$ cat src/rtl/sel_arith_pkg.sv
// Package: shared encodings for the selectable-operand arithmetic unit.
// Assumes: the operand code is two bits wide and its values are fixed by the datapath controller.
package sel_arith_pkg;

    // Second-operand source selected per bit
    typedef enum logic [1:0] {
        OPND_B    = 2'b00,
        OPND_BINV = 2'b01,
        OPND_ZERO = 2'b10,
        OPND_ONES = 2'b11
    } opnd_sel_e;

endpackage

$ cat src/rtl/opnd_mux.sv
// Module: opnd_mux
// Builds the second adder operand. Each bit has its own four-way selector
// that picks B, inverted B, zero or one.
// Assumes: sel_i is a legal opnd_sel_e code; all four codes are defined.
module opnd_mux
    import sel_arith_pkg::*;
#(
    parameter int WIDTH = 4
) (
    input  logic [WIDTH-1:0] b_i,
    input  opnd_sel_e        sel_i,
    output logic [WIDTH-1:0] y_o
);

    for (genvar g = 0; g < WIDTH; g++) begin : g_bit
        // Per-bit four-way operand selection
        always_comb begin
            unique case (sel_i)
                OPND_B:    y_o[g] = b_i[g];
                OPND_BINV: y_o[g] = ~b_i[g];
                OPND_ZERO: y_o[g] = 1'b0;
                OPND_ONES: y_o[g] = 1'b1;
                default:   y_o[g] = 1'b0;
            endcase
        end
    end

endmodule

$ cat src/rtl/fa_cell.sv
// Module: fa_cell
// Single-bit full adder: adds three bits and gives a sum bit and a carry bit.
// Assumes: nothing beyond valid logic levels on its inputs.
module fa_cell (
    input  logic x_i,
    input  logic y_i,
    input  logic c_i,
    output logic s_o,
    output logic c_o
);

    // Sum and majority carry
    always_comb begin
        s_o = x_i ^ y_i ^ c_i;
        c_o = (x_i & y_i) | (x_i & c_i) | (y_i & c_i);
    end

endmodule

$ cat src/rtl/ripple_adder.sv
// Module: ripple_adder
// A chain of WIDTH full-adder cells. The carry of stage i feeds stage i+1,
// and the last carry is brought out.
// Assumes: WIDTH >= 1.
module ripple_adder #(
    parameter int WIDTH = 4
) (
    input  logic [WIDTH-1:0] x_i,
    input  logic [WIDTH-1:0] y_i,
    input  logic             cin_i,
    output logic [WIDTH-1:0] sum_o,
    output logic             cout_o
);

    localparam int NCARRY = WIDTH + 1;

    logic [NCARRY-1:0] carry;

    // Inject the carry-in at the bottom of the chain
    assign carry[0] = cin_i;

    for (genvar g = 0; g < WIDTH; g++) begin : g_stage
        fa_cell u_fa (
            .x_i (x_i[g]),
            .y_i (y_i[g]),
            .c_i (carry[g]),
            .s_o (sum_o[g]),
            .c_o (carry[g+1])
        );
    end

    // Carry leaving the top stage
    assign cout_o = carry[NCARRY-1];

endmodule

$ cat src/rtl/sel_arith_unit.sv
// Module: sel_arith_unit (top)
// Combinational arithmetic unit. It feeds A and a selected second operand
// (B, inverted B, zeros, ones) into one ripple-carry adder with a carry-in,
// which gives add, subtract, increment, decrement and transfer.
// Assumes: the caller registers inputs and outputs. The block has no state
// and therefore no clock or reset.
module sel_arith_unit
    import sel_arith_pkg::*;
#(
    parameter int WIDTH = 4
) (
    input  logic [WIDTH-1:0] a_i,
    input  logic [WIDTH-1:0] b_i,
    input  logic [1:0]       sel_i,
    input  logic             cin_i,
    output logic [WIDTH-1:0] d_o,
    output logic             cout_o
);

    opnd_sel_e        sel_code;
    logic [WIDTH-1:0] opnd_y;

    // Interpret the raw code as the operand-source enum
    assign sel_code = opnd_sel_e'(sel_i);

    opnd_mux #(.WIDTH(WIDTH)) u_mux (
        .b_i   (b_i),
        .sel_i (sel_code),
        .y_o   (opnd_y)
    );

    ripple_adder #(.WIDTH(WIDTH)) u_add (
        .x_i    (a_i),
        .y_i    (opnd_y),
        .cin_i  (cin_i),
        .sum_o  (d_o),
        .cout_o (cout_o)
    );

endmodule

$ cat config.mk
export PLATFORM = sky130hd
export DESIGN_NAME = sel_arith_unit
export DESIGN_NICKNAME = d
export VERILOG_FILES = /design/src/rtl/sel_arith_pkg.sv /design/src/rtl/opnd_mux.sv /design/src/rtl/fa_cell.sv /design/src/rtl/ripple_adder.sv /design/src/rtl/sel_arith_unit.sv
export SDC_FILE = /design/constraint.sdc
export NUM_CORES = 1
export LEC_CHECK = 0
export BUFFER_PORTS_ARGS = -buffer_cell sky130_fd_sc_hd__buf_4
export CAP_MARGIN = 30
export CORE_AREA = 2 2 39 41
export DETAILED_ROUTE_END_ITERATION = 12
export DIE_AREA = 0 0 41 43
export GPL_TIMING_DRIVEN = 1
export PLACE_DENSITY_LB_ADDON = 0.08
export REMOVE_ABC_BUFFERS = 1
export SYNTH_ARGS = -nofsm -noshare
export SYNTH_HDL_FRONTEND = slang
export SYNTH_SLANG_ARGS = --single-unit
$ cat constraint.sdc
create_clock -name vclk -period 2.7
set_input_delay 0.135 -clock vclk [all_inputs]
set_output_delay 0.135 -clock vclk [all_outputs]
set_load 0.01 [all_outputs]
=== After elaboration in Yosys (flattened, before gate mapping) ===
Index checks and enable logic that the tools add are counted.

* Register bits: 0
* Input bits: 11
* Output and inout bits: 5
* Word-level logic and storage cells: 40

* Eq/ne operators: 3
* Mux-type cells: 4
* Bitwise logic cells: 32
* Reductions and logical operators: 1

{| class="wikitable"
|+ Operators by type and width
! kind !! number
|-
| one-hot mux 1 bit (4 select lines) || 4
|-
| bitwise AND 1 bit || 12
|-
| bitwise OR 1 bit || 8
|-
| XOR 1 bit || 8
|-
| == test 2 bit, second input constant || 2
|-
| NOT 1 bit || 4
|-
| == test 2 x 1 -> 1 bit, second input constant || 1
|-
| logical NOT 2 bit || 1
|}

=== Depth between registers and ports, before layout ===
Gate-level depths: netlist of the first run.

* Depth in word-level cells: 14
* Gate-level depth with buffers: 9
* Mapped depth without buffers: 8

=== Cells and area by module ===
Synthesis of the first run repeated with hierarchy kept, for this count alone.

* Cells, all modules: 13
* Area total of the unflattened synthesis: 145.1 um2

{| class="wikitable"
|+ Modules (own cells, without submodules)
! module !! instances !! cells an instance !! area each (um2)
|-
| fa_cell || 4 || 1 || 20.0
|-
| opnd_mux || 1 || 9 || 65.1
|}

=== Least setup slack after synthesis of the first run ===
Ideal clock, no wire load.

* Path kind: input -> output
* From: input sel_i[0]
* To: output d_o[3]
* Data arrival time: 1.999 ns
* Required time: 2.565 ns
* Slack: 0.566 ns
* Cell stages on the path: 9
* Path through: buf_2 -> xnor2_1 -> fa_1 -> inv_1 -> fa_1 -> fa_1 -> inv_1 -> fa_1 -> buf_4

* Cells in the longest elaborated chain, start to end: 12

{| class="wikitable"
|+ RTL lines
! element !! line !! source
|-
| start, declared || sel_arith_unit.sv:14 || <nowiki>input logic [1:0] sel_i,</nowiki>
|-
| == test 2 bit, or another cell as far along || opnd_mux.sv:18 || <nowiki>unique case (sel_i)</nowiki>
|-
| one-hot mux 1 bit (4 select lines) || opnd_mux.sv:18 ||
|-
| bitwise AND 1 bit || fa_cell.sv:15 || <nowiki>c_o = (x_i & y_i) | (x_i & c_i) | (y_i & c_i);</nowiki>
|-
| bitwise OR 1 bit (2 in a row) || fa_cell.sv:15 ||
|-
| bitwise AND 1 bit || fa_cell.sv:15 ||
|-
| bitwise OR 1 bit (2 in a row) || fa_cell.sv:15 ||
|-
| bitwise AND 1 bit || fa_cell.sv:15 ||
|-
| bitwise OR 1 bit (2 in a row) || fa_cell.sv:15 ||
|-
| XOR 1 bit (*) || fa_cell.sv:14 || <nowiki>s_o = x_i ^ y_i ^ c_i;</nowiki>
|-
| end, declared || sel_arith_unit.sv:16 || <nowiki>output logic [WIDTH-1:0] d_o,</nowiki>
|}

Mark *: on every way between the ends. The rest lies on a longest branch, timed or not.

=== Final worst setup path of the first run ===
* From: input sel_i[1]
* To: output d_o[3]

The elaborated chain is that of the path after synthesis.

==> results of run 1 <==
[cell usage after synthesis (all sizes together)]
cell type / n / area, sq um
xnor2: 4 / 35.0
nor2b: 2 / 12.5
nand2b: 2 / 12.5
inv: 6 / 22.5
buf: 5 / 35.0
fa: 4 / 80.1
[metrics by stage]
step                util [%]  power [mW]  instances
floorplan                  -      0.0400         18
global placement        21.9      0.0808         50
detailed placement      21.9      0.0811         50
CTS                     21.9      0.0816         50
global route            21.9      0.0905         50
finish                  21.9      0.0792         50
[cell families (layout without fill, tap and decap cells)]
group | count (synthesis) | in the layout
simple gates | 4 | 4
buf+inv | 11 | 22
fa+ha+maj | 4 | 4
xor+xnor | 4 | 4
[layout by cell type (no fill, tap or decap)]
master / netlist / routed
nand2b_1: 2 / 2
inv_1: 6 / 6
buf_4: 4 / 16
xnor2_1: 4 / 4
fa_1: 4 / 4
nor2b_1: 2 / 2
[final timing paths]
| kind | slack, ps | cells past startpoint | start | end |
|---|---|---|---|---|
| worst min-delay path | 610 | 3 | cin_i | d_o[0] |
| worst max-delay path | 380 | 10 | sel_i[1] | d_o[3] |
[power breakdown]
part / switching [mW] / internal, mW
clock: 0 / 0
sequential: 0 / 0
combinational: 0.0338 / 0.0454
total: 0.0338 / 0.0454
[cell type report]
type | instances | area [sq um]
Fill cell | 158 | 1080
Inverter | 6 | 22.5
Multi-Input combinational cell | 12 | 140
Tap cell | 16 | 20.0
Timing Repair Buffer | 16 | 120
[layer usage]
metal / vias up / GRT usage [%] / wire length [microns]
li1: 80 / - / -
met1: 69 / 5.75 / 107
met2: 12 / 7.50 / 149
met3: 0 / 0 / 59
met4: 0 / 0 / 0
met5: - / 0 / 0
[worst min-delay path: stages]
cell and delay (ps):
buf_4 80, fa_1 140, buf_4 110
==> summary.txt, run 1 <==
Global routing
  • Global-route wire length before repair: ~580 microns
  • Total routing usage reported by global routing: 4.21%
  • Total global routing overflow: 0
  • Vias in the first global route: 150
  • Initial antenna violation count: 0
  • Pin count of the biggest net entering global routing: 5

Final layout
  • Syn-to-layout area delta: 53.2%
  • Register area: 0 sq um
  • FFs & Latches: 0
  • ANT cells: 0
  • # clk buffers: 0
  • Nets: 51
  • Fraction of layout instances using a drive strength above 1: 47.1%
  • Post-Layout Inst Area: 303 sq um

Timing
  • Hold Violations, Final: 0
  • Final Slew Violations: 0
  • Final worst path period need: 2320 ps
  • RSZ-0062 raised after global routing: false
  • Final setup fails: 0
  • Max Clk Rate: 0.431 GHz
  • Hold Worst Slack: 610 ps
  • Final worst slack: 379 ps
  • Final TNS setup: 0 ps
  • Worst-Margin Slew: 192 ps
  • Part of the cycle the worst path needs: 86.0%
  • Slew HR: approximately 87%

Critical path
  • Buf/Inv on CP: 4
  • Critical Path End Type: output port
  • CP delay by family, top: adder cells
  • Worst-path fanout max: 4
  • Cell mode on critical path: fa_1
  • Critical Path Slowest Stage Cell: fa_1
  • Slowest Stage Delay on Critical Path: 410 ps
  • Critical Path Source Type: input pin
  • CP Class: input pin to output port
  • Required @ worst endpoint: about 2600 ps
  • Critical-path cell list: buf_4 > nand2b_1 > xnor2_1 > fa_1 > inv_1 > fa_1 > fa_1 > inv_1 > fa_1 > buf_4
  • CP arrival: 2190 ps

Placement
  • Placed cell area: 303 sq um
  • Port bufs: 16
  • GP Congestion: 0.531
  • Worst slack, placed: 363 ps

Job
  • Max cap viols: 0

Die
  • Die H: roughly 43 microns
  • # IOs: 16
  • Initial Utilization: around 14%
  • CORE AREA: 1380 sq um
  • Die area: about 1800 sq um
  • Die width: 41 microns
  • Rows: 14

Synthesis
  • Synthesized area per cell: between 8 and 9 sq um
  • Mapped Area: around 200 sq um
  • Synth warn: 0
  • Post-synthesis xor/xnor area fraction: approximately 18%
  • Post-Syn Instances: 23
  • Synth Area in Adders: 40.5%
  • Synth Area in Compound Gates: 0%
  • Largest family of logic cells by synthesized area: adder cells
  • Synth cell types: 7
  • Post-synthesis sequential area ratio: 0%
  • Simple logic cell fraction of the synthesized area: 12.7%
  • Mux cell area share after synthesis: 0%

Power
  • Worst ir drop on vdd: 0.0805 mV
  • P_leak: 0.155 nW
  • PwrDens: 262 nW/um^2

Routing
  • Drt drc: 0
  • Initial drt markers: 0
  • Wire per inst: about 6.3 microns
  • Via/cell ratio: 3.22
  • Via count: 161
  • Antenna-violating nets left: 0
  • DR pass1 iterations: 1
  • Drt total wl: 316 microns

CTS
  • Post-cts resize count: 0
  • Cts-stage hold buffer count: 0
  • Number of setup buffers added after CTS: 0

Status
  • Outcome: finished, final reports clean

Worst hold path
  • Min-Delay Path Class: input pin to output port
No activity file was read; power rests on OpenSTA's default activity.
==> run 2: changes to the inputs <==
--- a/config.mk
+++ b/config.mk
@@ -15,4 +15,5 @@
 export REMOVE_ABC_BUFFERS = 1
 export SYNTH_ARGS = -nofsm -noshare
 export SYNTH_HDL_FRONTEND = slang
+export SYNTH_HIERARCHICAL = 1
 export SYNTH_SLANG_ARGS = --single-unit
==> run 2 against run 1 <==
Compared with the run above:
- sequential share of layout area did not move
- highest routed layer unchanged
- die area did not move
- combinational power fell by 4.4%
- power fell by 4.4%
- critical path type unchanged
- synthesized area fell by 27%
- critical endpoint unchanged
==> summary.txt, run 2 <==
Critical path
  • Critical-path cell list: buf_4 > nand2b_1 > xnor2_1 > fa_1 > fa_1 > fa_1 > fa_1 > buf_4
  • Worst-path fanout max: 4 (unchanged)
  • Critical Path End Type: output port
  • Slowest Stage Delay on Critical Path: 490 ps (+80 ps)
  • Worst setup path endpoint: d_o[3]
  • CP startpoint: sel_i[1]
  • Cell mode on critical path: fa_1
  • Critical Path Slowest Stage Cell: fa_1
  • Critical Path Source Type: input pin
  • CP arrival: 2330 ps (+140 ps)
  • Required @ worst endpoint: 2570 ps (about the same)
  • CP Class: input pin to output port

Power
  • P_leak: 0.125 nW (-20%)
  • PwrDens: 270 nW/um^2 (+3.3%)
  • Worst ir drop on vdd: 0.0681 mV (-15%)

Global routing
  • Total routing usage reported by global routing: 3.91% (-0.30 points)
  • Initial antenna violation count: 0 (unchanged)
  • Global-route wire length before repair: 503 microns (-13%)
  • Most used routing layer: met2
  • Met1 Use GR: 4.49% (-1.3 points)
  • Vias in the first global route: 129 (-14%)
  • Total global routing overflow: 0 (unchanged)
  • GR Util met3: 1.05% (+1.0 points)
  • Met2 GRT Util: 7.19% (-0.31 points)
  • Pin count of the biggest net entering global routing: 5 (unchanged)

Die
  • Die area: 1760 sq um (unchanged)
  • CORE AREA: 1380 sq um (unchanged)
  • # IOs: 16 (unchanged)
  • Initial Utilization: 10.5% (-3.8 points)
  • Die width: 41 microns (unchanged)
  • Die H: 43 microns (unchanged)
  • Rows: 14 (unchanged)

Timing
  • Final setup fails: 0 (unchanged)
  • Hold Violations, Final: 0 (unchanged)
  • Worst-Margin Slew: 203 ps (+10.6 ps)
  • Final worst path period need: 2470 ps (+144 ps)
  • Final worst slack: 235 ps (-144 ps)
  • Slew HR: 86.4% (-0.71 points)
  • RSZ-0062 raised after global routing: false
  • Final Slew Violations: 0 (unchanged)
  • Final TNS setup: 0 ps (unchanged)
  • Max Clk Rate: 0.406 GHz (-5.9%)
  • Part of the cycle the worst path needs: 91.3% (+5.3 points)

Placement
  • Port bufs: 16 (unchanged)
  • Worst slack, placed: 205 ps (-158 ps)
  • GP Congestion: 0.509 (-4.1%)

Synthesis
  • Top cell type's share of synthesized area: 55.2% (+15 points)
  • Synth cell types: 4 (-3)
  • Post-synthesis sequential area ratio: 0% (unchanged)
  • Synthesized area per cell: 11.2 sq um (+30%)
  • Synth cell count leaders: fa_1, nand2b_1, xnor2_1, buf_2
  • Top cells by area, synth: fa_1, xnor2_1, nand2b_1
  • Post-Syn Instances: 13 (-43%)
  • Mapped Area: 145 sq um (-27%)
  • Synth warn: 6 (+6)
  • Area leader, netlist: fa_1

CTS
  • Post-cts resize count: 0 (unchanged)
  • Number of setup buffers added after CTS: 0 (unchanged)
  • Cts-stage hold buffer count: 0 (unchanged)

Final layout
  • Nets: 45 (-12%)
  • Syn-to-layout area delta: 93.1%
  • Register area: 0 sq um (unchanged)
  • # clk buffers: 0 (unchanged)
  • FFs & Latches: 0 (unchanged)
  • Commonest cells after routing, fill and taps aside: buf_4, fa_1, nand2b_1, xnor2_1
  • Leading cell type in the layout, fill and taps excluded: buf_4
  • ANT cells: 0 (unchanged)
  • Fraction of layout instances using a drive strength above 1: 57.1% (+10 points)

Routing
  • Drt total wl: 333 microns (+5.4%)
  • Drt drc: 0 (unchanged)
  • Wire per inst: 7.57 microns (+20%)
  • Initial drt markers: 0 (unchanged)
  • DR pass1 iterations: 1 (unchanged)
  • Antenna-violating nets left: 0 (unchanged)
  • Via/cell ratio: 3.14 (-2.6%)
  • Via count: 138 (-14%)

Job
  • Max cap viols: 0 (unchanged)

Worst hold path
  • Min-Delay Path Class: input pin to output port

Status
  • Outcome: finished, final reports clean
-- run 2: cell types whose count changed after synthesis --
cell,change
nand2b_1,+2
buf_4,-4
nor2b_1,-2
inv_1,-6
-- run 2: cells by family after synthesis --
| kind of cell | synth area share [%] |
|---|---|
| xor gates and xnor gates | 24.1 |
| and+or+nand+nor | 17.2 |
| adders and majority gates | 55.2 |
| buffers and inverters | 3.44 |
-- run 2: power by group --
part / leakage [nW] / internal (mW) / switching, mW
clock network: 0 / 0 / 0
logic: 0.125 / 0.0443 / 0.0314
registers: 0 / 0 / 0
-- run 2: layer usage --
metal | wire length [microns] | vias up
met5 | 0 | -
met4 | 0 | 0
li1 | - | 68
met2 | 173 | 10
met1 | 93 | 60
met3 | 66 | 0
-- run 2: cell type report --
cell class                      instances  area, sq um
Tap cell                               16         20.0
Multi-Input combinational cell         12          140
Timing Repair Buffer                   16          120
Fill cell                             165         1100
-- run 2: worst min path at each step --
stage | startpoint | endpoint | cells after the start | slack, ps
3_3_place_gp | cin_i | d_o[0] | 3 | 610
4_1_cts | cin_i | d_o[0] | 3 | 610
5_1_grt | cin_i | d_o[0] | 3 | 630
6_report | cin_i | d_o[0] | 3 | 610
2_1_floorplan | cin_i | d_o[0] | 1 | 460
3_5_place_dp | cin_i | d_o[0] | 3 | 610
-- run 2: worst max-delay path: cells and delay by family --
family                     cells  cell delay (ps)
buffers and inverters          2              230
xor gates and xnor gates       1              140
and+or+nand+nor                1              140
adders and majority gates      4             1680
-- run 2: stage by stage --
| step | instance area, sq um | hold slack, ps | total power, mW | util (%) | std cells |
|---|---|---|---|---|---|
| after floorplan | 140 | 456 | 0.0391 | - | 12 |
| after global placement | 280 | 610 | 0.0772 | 20.3 | 44 |
| after global routing | 280 | 630 | 0.0859 | 20.3 | 44 |
| final | 280 | 606 | 0.0757 | 20.3 | 44 |
| after CTS | 280 | 611 | 0.0784 | 20.3 | 44 |
| after detailed placement | 280 | 611 | 0.0782 | 20.3 | 44 |
==> run 3: changes to the inputs <==
--- a/config.mk
+++ b/config.mk
@@ -11,7 +11,6 @@
 export DETAILED_ROUTE_END_ITERATION = 12
 export DIE_AREA = 0 0 41 43
 export GPL_TIMING_DRIVEN = 1
-export PLACE_DENSITY_LB_ADDON = 0.08
 export REMOVE_ABC_BUFFERS = 1
 export SYNTH_ARGS = -nofsm -noshare
 export SYNTH_HDL_FRONTEND = slang
==> run 3 against run 2 <==
Compared with the run above:
- fmax about the same
- routed wire length decreased by 3.3%
- combinational power about the same
- critical path type unchanged
==> summary.txt, run 3 (synthesized netlist as in run 2, its figures left out) <==
Status
  • Outcome: finished, final reports clean

Placement
  • Placed cell area: 280 sq um (unchanged)
  • GP Congestion: 0.515 (+1.2%)
  • Port bufs: 16 (unchanged)
  • Placed Cells: 44 (unchanged)

Final layout
  • Filler cells: 160 (-3.0%)
  • Layout Utilization: 20.3% (unchanged)
  • # clk buffers: 0 (unchanged)
  • Post-Layout Inst Area: 280 sq um (unchanged)
  • Fraction of layout instances using a drive strength above 1: 57.1% (unchanged)
  • Final non-filler cell total: 44 (unchanged)
  • Nets: 45 (unchanged)
  • Register area: 0 sq um (unchanged)
  • Leading cell type in the layout, fill and taps excluded: buf_4
  • ANT cells: 0 (unchanged)
  • Syn-to-layout area delta: 93.1% (unchanged)
  • FFs & Latches: 0 (unchanged)
  • Commonest cells after routing, fill and taps aside: buf_4, fa_1, nand2b_1, xnor2_1

Die
  • Rows: 14 (unchanged)
  • # IOs: 16 (unchanged)
  • Die width: 41 microns (unchanged)
  • Initial Utilization: 10.5% (unchanged)
  • Die H: 43 microns (unchanged)
  • CORE AREA: 1380 sq um (unchanged)
  • Die area: 1760 sq um (unchanged)

Global routing
  • Total global routing overflow: 0 (unchanged)
  • Pin count of the biggest net entering global routing: 5 (unchanged)
  • Met2 GRT Util: 7.19% (unchanged)
  • Met1 Use GR: 4.17% (-0.32 points)
  • Global-route wire length before repair: 483 microns (-4.0%)
  • Initial antenna violation count: 0 (unchanged)
  • GR Util met3: 0.524% (-0.52 points)
  • Most used routing layer: met2
  • Total routing usage reported by global routing: 3.71% (-0.20 points)
  • Vias in the first global route: 147 (+14%)

Power
  • P_leak: 0.125 nW (unchanged)
  • PwrDens: 270 nW/um^2 (about the same)
  • Worst ir drop on vdd: 0.0595 mV (-13%)
  • Power Total: 0.0757 mW (about the same)

Critical path
  • CP Class: input pin to output port
  • Required @ worst endpoint: 2570 ps (about the same)
  • Worst-path fanout max: 4 (unchanged)
  • Critical Path End Type: output port
  • Critical Path Source Type: input pin
  • CP arrival: 2330 ps (about the same)

Routing
  • DR pass1 iterations: 1 (unchanged)
  • Wire per inst: 7.32 microns (-3.3%)
  • Initial drt markers: 0 (unchanged)
  • Drt total wl: 322 microns (-3.3%)
  • Via/cell ratio: 3.30 (+5.1%)
  • Drt drc: 0 (unchanged)
  • Antenna-violating nets left: 0 (unchanged)
  • Via count: 145 (+5.1%)

Timing
  • Hold Violations, Final: 0 (unchanged)
  • Part of the cycle the worst path needs: 91.3% (about the same)
  • Worst-Margin Slew: 203 ps (+0.724 ps)
  • Max Clk Rate: 0.406 GHz (about the same)
  • Final TNS setup: 0 ps (unchanged)
  • Final setup fails: 0 (unchanged)
  • Final Slew Violations: 0 (unchanged)
  • RSZ-0062 raised after global routing: false
  • Final worst path period need: 2460 ps (-0.524 ps)
  • Slew HR: 86.3% (about the same)

CTS
  • Post-cts resize count: 0 (unchanged)
  • Cts-stage hold buffer count: 0 (unchanged)
  • Number of setup buffers added after CTS: 0 (unchanged)

Job
  • Max cap viols: 0 (unchanged)

Worst hold path
  • Min-Delay Path Class: input pin to output port
-- run 3: where the power goes --
part | total [mW] | internal, mW | switching [mW]
combinational | 0.0757 | 0.0444 | 0.0312
sequential | 0 | 0 | 0
clock | 0 | 0 | 0
total | 0.0757 | 0.0444 | 0.0312
-- run 3: worst paths after layout --
| path | slack, ps | start | to | cells past startpoint |
|---|---|---|---|---|
| max | 240 | sel_i[1] | d_o[3] | 8 |
| min | 610 | cin_i | d_o[0] | 3 |
-- run 3: layout make-up --
cell class | count | area, sq um | share of cell area (%)
repair buffers | 16 | 120 | 42.9
multi-input cells | 12 | 140 | 50.0
well taps | 16 | 20.0 | 7.14
-- run 3: through the flow --
step	worst slack, ps	hold WS, ps
floorplan	465	456
global route	125	643
finish	235	612
global placement	228	605
detailed placement	191	613
CTS	191	617
-- run 3: worst max-delay path, stage by stage --
cell and delay [ps]:
buf_4 120, nand2b_1 140, xnor2_1 140, fa_1 410, fa_1 400, fa_1 390, fa_1 490, buf_4 110
-- run 3: routing by layer --
metal	part of all wire (%)	wire, microns
met5	0	0
met4	0	0
met3	22	70
met2	51	165
met1	27	86
